[src/rtl/rtcc_pkg.sv]
package rtcc_pkg;

    typedef enum logic [2:0] {
        ST_IDLE,
        ST_MIN,
        ST_HOUR,
        ST_DAY,
        ST_MONTH,
        ST_YEAR
    } rtcc_state_e;

    localparam int REG_CTRL  = 0;
    localparam int REG_SEC   = 3;
    localparam int REG_MIN   = 4;
    localparam int REG_HOUR  = 5;
    localparam int REG_DATE  = 6;
    localparam int REG_WDAY  = 7;
    localparam int REG_MONTH = 8;
    localparam int REG_YEAR  = 9;

    localparam int CTRL_MODE12_BIT = 3;
    localparam int CTRL_STOP_BIT   = 5;

    localparam int SEC_W   = 7;
    localparam int MIN_W   = 7;
    localparam int HOUR_W  = 6;
    localparam int DATE_W  = 6;
    localparam int WDAY_W  = 3;
    localparam int MONTH_W = 5;
    localparam int YEAR_W  = 8;

endpackage

[src/rtl/rtcc_bcd_step.sv]
module rtcc_bcd_step #(
    parameter int W     = 8,
    parameter int FIRST = 0
) (
    input  logic [W-1:0] cur,
    input  logic [W-1:0] last,
    output logic [W-1:0] nxt,
    output logic         at_last
);
    logic [7:0] c8;
    logic [7:0] n8;

    always_comb begin
        c8      = 8'(cur);
        at_last = (cur == last);
        if (at_last) begin
            n8 = 8'(FIRST);
        end else if (c8[3:0] >= 4'h9) begin
            n8 = {c8[7:4] + 4'd1, 4'h0};
        end else begin
            n8 = {c8[7:4], c8[3:0] + 4'd1};
        end
        nxt = W'(n8);
    end
endmodule

[src/rtl/rtcc_hour_step.sv]
module rtcc_hour_step (
    input  logic [5:0] cur,
    input  logic       mode12,
    output logic [5:0] nxt,
    output logic       day_wrap
);
    logic       pm;
    logic [4:0] h12;
    logic [4:0] inc12;
    logic [5:0] inc24;

    always_comb begin
        pm  = cur[5];
        h12 = cur[4:0];
        if (h12[3:0] == 4'h9) inc12 = {1'b1, 4'h0};
        else                  inc12 = {h12[4], h12[3:0] + 4'd1};
        if (cur[3:0] == 4'h9) inc24 = {cur[5:4] + 2'd1, 4'h0};
        else                  inc24 = {cur[5:4], cur[3:0] + 4'd1};

        day_wrap = 1'b0;
        if (mode12) begin
            if (h12 == 5'h12) begin
                nxt = {pm, 5'h01};
            end else if (h12 == 5'h11) begin
                nxt      = {~pm, 5'h12};
                day_wrap = pm;
            end else begin
                nxt = {pm, inc12};
            end
        end else begin
            if (cur == 6'h23) begin
                nxt      = 6'h00;
                day_wrap = 1'b1;
            end else begin
                nxt = inc24;
            end
        end
    end
endmodule

[src/rtl/rtcc_month_len.sv]
module rtcc_month_len (
    input  logic [4:0] month,
    input  logic [7:0] year,
    output logic [5:0] last_date
);
    logic [6:0] year_bin;
    logic       leap;

    always_comb begin
        year_bin = 7'(year[7:4]) * 7'd10 + 7'(year[3:0]);
        leap     = (year_bin[1:0] == 2'b00);
        case (month)
            5'h02:                      last_date = leap ? 6'h29 : 6'h28;
            5'h04, 5'h06, 5'h09, 5'h11: last_date = 6'h30;
            default:                    last_date = 6'h31;
        endcase
    end
endmodule

[src/rtl/rtcc_seq_fsm.sv]
module rtcc_seq_fsm
    import rtcc_pkg::*;
(
    input  logic        clk,
    input  logic        rst_n,
    input  logic        tick,
    input  logic        stop,
    input  logic        sec_last,
    input  logic        min_last,
    input  logic        hour_wrap,
    input  logic        date_last,
    input  logic        month_last,
    output rtcc_state_e state,
    output logic        step_sec,
    output logic        step_min,
    output logic        step_hour,
    output logic        step_day,
    output logic        step_month,
    output logic        step_year
);
    rtcc_state_e state_q;
    rtcc_state_e state_d;
    logic        accept;

    assign accept = tick && !stop;
    assign state  = state_q;

    always_ff @(posedge clk or negedge rst_n) begin
        if (!rst_n) state_q <= ST_IDLE;
        else        state_q <= state_d;
    end

    always_comb begin
        state_d = state_q;
        unique case (state_q)
            ST_IDLE:  state_d = (accept && sec_last) ? ST_MIN : ST_IDLE;
            ST_MIN:   state_d = min_last   ? ST_HOUR  : ST_IDLE;
            ST_HOUR:  state_d = hour_wrap  ? ST_DAY   : ST_IDLE;
            ST_DAY:   state_d = date_last  ? ST_MONTH : ST_IDLE;
            ST_MONTH: state_d = month_last ? ST_YEAR  : ST_IDLE;
            ST_YEAR:  state_d = ST_IDLE;
            default:  state_d = ST_IDLE;
        endcase
    end

    always_comb begin
        step_sec   = 1'b0;
        step_min   = 1'b0;
        step_hour  = 1'b0;
        step_day   = 1'b0;
        step_month = 1'b0;
        step_year  = 1'b0;
        unique case (state_q)
            ST_IDLE:  step_sec   = accept;
            ST_MIN:   step_min   = 1'b1;
            ST_HOUR:  step_hour  = 1'b1;
            ST_DAY:   step_day   = 1'b1;
            ST_MONTH: step_month = 1'b1;
            ST_YEAR:  step_year  = 1'b1;
            default:  ;
        endcase
    end
endmodule

[src/rtl/rtc_bcd_calendar.sv]
module rtc_bcd_calendar
    import rtcc_pkg::*;
#(
    parameter int ADDR_W = 5
) (
    input  logic              clk,
    input  logic              rst_n,
    input  logic              tick_1hz,
    input  logic              osc_fail,
    input  logic [ADDR_W-1:0] bus_addr,
    input  logic              bus_wr,
    input  logic [7:0]        bus_wdata,
    output logic [7:0]        bus_rdata
);
    localparam logic [ADDR_W-1:0] A_CTRL  = ADDR_W'(REG_CTRL);
    localparam logic [ADDR_W-1:0] A_SEC   = ADDR_W'(REG_SEC);
    localparam logic [ADDR_W-1:0] A_MIN   = ADDR_W'(REG_MIN);
    localparam logic [ADDR_W-1:0] A_HOUR  = ADDR_W'(REG_HOUR);
    localparam logic [ADDR_W-1:0] A_DATE  = ADDR_W'(REG_DATE);
    localparam logic [ADDR_W-1:0] A_WDAY  = ADDR_W'(REG_WDAY);
    localparam logic [ADDR_W-1:0] A_MONTH = ADDR_W'(REG_MONTH);
    localparam logic [ADDR_W-1:0] A_YEAR  = ADDR_W'(REG_YEAR);

    logic               ctrl_mode12;
    logic               ctrl_stop;
    logic               osc_bad;
    logic [SEC_W-1:0]   sec_q;
    logic [MIN_W-1:0]   min_q;
    logic [HOUR_W-1:0]  hour_q;
    logic [DATE_W-1:0]  date_q;
    logic [WDAY_W-1:0]  wday_q;
    logic [MONTH_W-1:0] month_q;
    logic [YEAR_W-1:0]  year_q;

    logic [SEC_W-1:0]   sec_nxt;
    logic [MIN_W-1:0]   min_nxt;
    logic [HOUR_W-1:0]  hour_nxt;
    logic [DATE_W-1:0]  date_nxt;
    logic [WDAY_W-1:0]  wday_nxt;
    logic [MONTH_W-1:0] month_nxt;
    logic [YEAR_W-1:0]  year_nxt;
    logic [DATE_W-1:0]  date_last_val;

    logic sec_last, min_last, hour_wrap, date_last, month_last;
    logic year_last, wday_last;
    logic step_sec, step_min, step_hour, step_day, step_month, step_year;
    rtcc_state_e fsm_state;

    logic wr_ctrl, wr_sec, wr_min, wr_hour, wr_date, wr_wday, wr_month, wr_year;

    assign wr_ctrl  = bus_wr && (bus_addr == A_CTRL);
    assign wr_sec   = bus_wr && (bus_addr == A_SEC);
    assign wr_min   = bus_wr && (bus_addr == A_MIN);
    assign wr_hour  = bus_wr && (bus_addr == A_HOUR);
    assign wr_date  = bus_wr && (bus_addr == A_DATE);
    assign wr_wday  = bus_wr && (bus_addr == A_WDAY);
    assign wr_month = bus_wr && (bus_addr == A_MONTH);
    assign wr_year  = bus_wr && (bus_addr == A_YEAR);

    rtcc_bcd_step #(.W(SEC_W), .FIRST(0)) u_sec_step (
        .cur(sec_q), .last(SEC_W'(8'h59)), .nxt(sec_nxt), .at_last(sec_last)
    );
    rtcc_bcd_step #(.W(MIN_W), .FIRST(0)) u_min_step (
        .cur(min_q), .last(MIN_W'(8'h59)), .nxt(min_nxt), .at_last(min_last)
    );
    rtcc_hour_step u_hour_step (
        .cur(hour_q), .mode12(ctrl_mode12), .nxt(hour_nxt), .day_wrap(hour_wrap)
    );
    rtcc_month_len u_month_len (
        .month(month_q), .year(year_q), .last_date(date_last_val)
    );
    rtcc_bcd_step #(.W(DATE_W), .FIRST(1)) u_date_step (
        .cur(date_q), .last(date_last_val), .nxt(date_nxt), .at_last(date_last)
    );
    rtcc_bcd_step #(.W(WDAY_W), .FIRST(0)) u_wday_step (
        .cur(wday_q), .last(WDAY_W'(6)), .nxt(wday_nxt), .at_last(wday_last)
    );
    rtcc_bcd_step #(.W(MONTH_W), .FIRST(1)) u_month_step (
        .cur(month_q), .last(MONTH_W'(8'h12)), .nxt(month_nxt), .at_last(month_last)
    );
    rtcc_bcd_step #(.W(YEAR_W), .FIRST(0)) u_year_step (
        .cur(year_q), .last(YEAR_W'(8'h99)), .nxt(year_nxt), .at_last(year_last)
    );

    rtcc_seq_fsm u_seq (
        .clk(clk), .rst_n(rst_n), .tick(tick_1hz), .stop(ctrl_stop),
        .sec_last(sec_last), .min_last(min_last), .hour_wrap(hour_wrap),
        .date_last(date_last), .month_last(month_last),
        .state(fsm_state),
        .step_sec(step_sec), .step_min(step_min), .step_hour(step_hour),
        .step_day(step_day), .step_month(step_month), .step_year(step_year)
    );

    always_ff @(posedge clk or negedge rst_n) begin
        if (!rst_n) begin
            ctrl_mode12 <= 1'b0;
            ctrl_stop   <= 1'b0;
            osc_bad     <= 1'b1;
            sec_q       <= '0;
            min_q       <= '0;
            hour_q      <= '0;
            date_q      <= DATE_W'(1);
            wday_q      <= '0;
            month_q     <= MONTH_W'(1);
            year_q      <= '0;
        end else begin
            if (wr_ctrl) begin
                ctrl_mode12 <= bus_wdata[CTRL_MODE12_BIT];
                ctrl_stop   <= bus_wdata[CTRL_STOP_BIT];
            end
            if (wr_sec) begin
                sec_q   <= bus_wdata[SEC_W-1:0];
                osc_bad <= bus_wdata[7];
            end else if (step_sec) begin
                sec_q <= sec_nxt;
            end
            if (osc_fail) osc_bad <= 1'b1;
            if (wr_min)        min_q <= bus_wdata[MIN_W-1:0];
            else if (step_min) min_q <= min_nxt;
            if (wr_hour)        hour_q <= bus_wdata[HOUR_W-1:0];
            else if (step_hour) hour_q <= hour_nxt;
            if (wr_date)       date_q <= bus_wdata[DATE_W-1:0];
            else if (step_day) date_q <= date_nxt;
            if (wr_wday)       wday_q <= bus_wdata[WDAY_W-1:0];
            else if (step_day) wday_q <= wday_nxt;
            if (wr_month)        month_q <= bus_wdata[MONTH_W-1:0];
            else if (step_month) month_q <= month_nxt;
            if (wr_year)        year_q <= bus_wdata[YEAR_W-1:0];
            else if (step_year) year_q <= year_nxt;
        end
    end

    always_comb begin
        bus_rdata = 8'h00;
        case (bus_addr)
            A_CTRL: begin
                bus_rdata[CTRL_MODE12_BIT] = ctrl_mode12;
                bus_rdata[CTRL_STOP_BIT]   = ctrl_stop;
            end
            A_SEC:   bus_rdata = {osc_bad, sec_q};
            A_MIN:   bus_rdata = 8'(min_q);
            A_HOUR:  bus_rdata = 8'(hour_q);
            A_DATE:  bus_rdata = 8'(date_q);
            A_WDAY:  bus_rdata = 8'(wday_q);
            A_MONTH: bus_rdata = 8'(month_q);
            A_YEAR:  bus_rdata = year_q;
            default: bus_rdata = 8'h00;
        endcase
    end
endmodule

[config.mk]
export PLATFORM = sky130hd
export DESIGN_NAME = rtc_bcd_calendar
export DESIGN_NICKNAME = d
export VERILOG_FILES = /design/src/rtl/rtcc_pkg.sv /design/src/rtl/rtcc_bcd_step.sv /design/src/rtl/rtcc_hour_step.sv /design/src/rtl/rtcc_month_len.sv /design/src/rtl/rtcc_seq_fsm.sv /design/src/rtl/rtc_bcd_calendar.sv
export SDC_FILE = /design/constraint.sdc
export NUM_CORES = 1
export LEC_CHECK = 0
export ABC_AREA = 1
export BUFFER_PORTS_ARGS = -buffer_cell sky130_fd_sc_hd__buf_2
export CORE_MARGIN = 4
export CORE_UTILIZATION = 68
export CTS_BUF_LIST = sky130_fd_sc_hd__clkbuf_4
export CTS_CLUSTER_DIAMETER = 30
export DETAILED_ROUTE_END_ITERATION = 8
export PLACE_DENSITY = 0.87
export SYNTH_ARGS = -nofsm -noshare
export SYNTH_HDL_FRONTEND = slang
export SYNTH_HIERARCHICAL = 1
export SYNTH_SLANG_ARGS = --single-unit
[constraint.sdc]
create_clock -name clk -period 4.4 [get_ports clk]
set_input_delay 0.22 -clock clk [delete_from_list [all_inputs] [get_ports clk]]
set_output_delay 0.22 -clock clk [all_outputs]
set_load 0.1 [all_outputs]
==> impl_metrics.csv <==
group,metric,value,unit
final_layout,drive_gt1_share,9.84,%
grt,gr-usage-all-layers,31.3,%
power_and_ir_drop,vdd_drop_max,0.231,mV
worst_setup_path,startpoint_type,"input pin",
logic_synthesis,postSynthCellCount,914,
detailed_routing,via_per_inst,5.29,
clock_network,post_cts_buffers,0,
power_and_ir_drop,power_leakage,3.49,nW
grt,grt_start_max_net_pins,49,
final_layout,seqCellArea,1200,µm²
floorplan,die_area,9270,µm²
placement,place_congestion,0.984,
detailed_routing,ant_nets,0,
clock_network,htree_levels,2,
worst_setup_path,r2r-end,"date_q[3]",
clock_network,cts_tree,"built",
power_and_ir_drop,powerDensity,320,nW/µm²
detailed_routing,drt_first_pass_iters,5,
timing,maxSlewHeadroom,25.3,%
detailed_routing,post_drt_wl_per_cell,12.6,µm
clock_network,clkSinkCount,48,
worst_setup_path,cp-startpoint,"bus_addr[2]",
grt,grt.overflow.total,0,
worst_setup_path,r2r-start,"year_q[4]",
final_layout,fill_cells,656,
floorplan,rows,31,
logic_synthesis,yosysWarningCount,6,
grt,grt_pass1_wl,23000,µm
detailed_routing,num_vias,5682,
final_layout,antennaDiodeCount,0,
clock_network,clk_latency,370,ps
hold_path,min_from,"osc_fail",
logic_synthesis,syn_avg_cell_area,5.80,µm²
detailed_routing,drt_iter0_drc,418,
placement,hpwl,10400,µm
worst_setup_path,cp-end-kind,"primary output",
final_layout,syn_to_final_growth,7.27,%
timing,period_share,52.6,%
timing,timing.hold.ws,30.6,ps
worst_setup_path,worstPathMaxFanout,27,
worst_setup_path,ff2ff_path_depth,17,
grt,first_global_vias,5111,
worst_setup_path,crit_end,"bus_rdata[7]",
floorplan,io_pins,26,
floorplan,die_h,96.3,µm
timing,rsz0062_at_grt,"no",
timing,skew,17.2,ps
timing,drv_slew,0,
detailed_routing,drc_errors,0,
timing,hold_viol,0,
floorplan,die_x,96.3,µm
grt,antenna_found_initial,0,
hold_path,hold_depth,3,
timing,fin_crit,2320,ps
hold_path,hp-class,"in2reg",
final_layout,nets,1014,
worst_setup_path,cp.arrival,2100,ps
run_status,status,"complete, no violations",
clock_network,cts_made_buffers,5,
logic_synthesis,syn_area,5300,µm²
clock_network,cts_hold_buffers,0,
detailed_routing,drt_wl_total,13600,µm
worst_setup_path,crit_required,4180,ps
worst_setup_path,reg2reg_slack,2360,ps
timing,worst_pin_slew,1120,ps
final_layout,multi_input_area,3520,µm²
clock_network,root_buffer,"clkbuf_4",
clock_network,cts_resized,0,
floorplan,initial_core_util,71.6,%
timing,max_freq,432,MHz
clock_network,clk_pin_slew,150,ps
timing,fin_tns_setup,0,ps
worst_setup_path,critPathKind,"in2out",
clock_network,cts.path.max_buffers,2,
job,maxCapViolCount,0,
placement,port_buffers,25,
timing,final-setup-viol-count,0,
floorplan,coreArea,7410,µm²
-- sequential cells by signal, summed over array words and instances (netlist names) --
signal	cells
sec_q	7
hour_q	6
year_q	8
wday_q	3
osc_bad	1
month_q	5
min_q	7
ctrl_stop	1
ctrl_mode12	1
u_seq/state	3
date_q	6
-- routing by layer --
layer,share of wire [%],global-route usage [%],vias up
met2,47,52.9,224
met4,2.6,10.2,0
met1,42,40.8,2526
li1,-,-,2900
met5,0,0,-
met3,8.1,5.16,32
-- through the flow --
stage	cell area, µm²	utilization [%]	worst slack (ps)	power (mW)	cells
after floorplan	5510	-	1250	1.37	969
after global placement	5630	75.9	2170	1.54	1067
after detailed placement	5630	75.9	2130	1.59	1067
after CTS	5690	76.8	2120	1.81	1075
after global routing	5690	76.8	1980	1.99	1075
final	5690	76.8	2080	1.82	1075
-- placed cells by master (no fill, tap or decap), drive strengths merged --
cell type  instances
ha                21
nor3               7
nor2              93
xor2               7
conb              59
dfstp              3
a22oi              1
clkbuf             7
o21ai              9
a21oi              8
nand2            323
nand3b             3
dfrtp             45
inv              170
buf               27
clkinv             2
xnor2              7
nand3            124
nor3b              1
nand4             57
or2                2
-- worst max-delay path: stages --
cell     delay (ps)
buf_2           250
nor2_4          480
nand2_1         220
nor2_4          290
nand2_1          80
o21ai_0          80
buf_2           450
-- final cells by class --
cell class / count / share of cell area [%]
multi-input cells: 722 / 61.8
flip-flops and latches: 48 / 21.2
repair buffers: 27 / 2.46
well taps: 99 / 2.18
clock buffers: 7 / 0.924
clock inverters: 1 / 0.154
inverters: 171 / 11.3
-- report_power, final --
| group | total, mW | switching, mW | internal (mW) |
|---|---|---|---|
| Combinational | 0.839 | 0.526 | 0.313 |
| Clock | 0.228 | 0.151 | 0.0769 |
| Sequential | 0.754 | 0.216 | 0.538 |
-- worst min path at each step --
stage	end	slack (ps)
6_report	osc_bad	30
5_1_grt	osc_bad	30
3_3_place_gp	osc_bad	400
2_1_floorplan	ctrl_mode12	-80
3_5_place_dp	osc_bad	430
4_1_cts	osc_bad	30
Power figures use the tool's default switching activity.
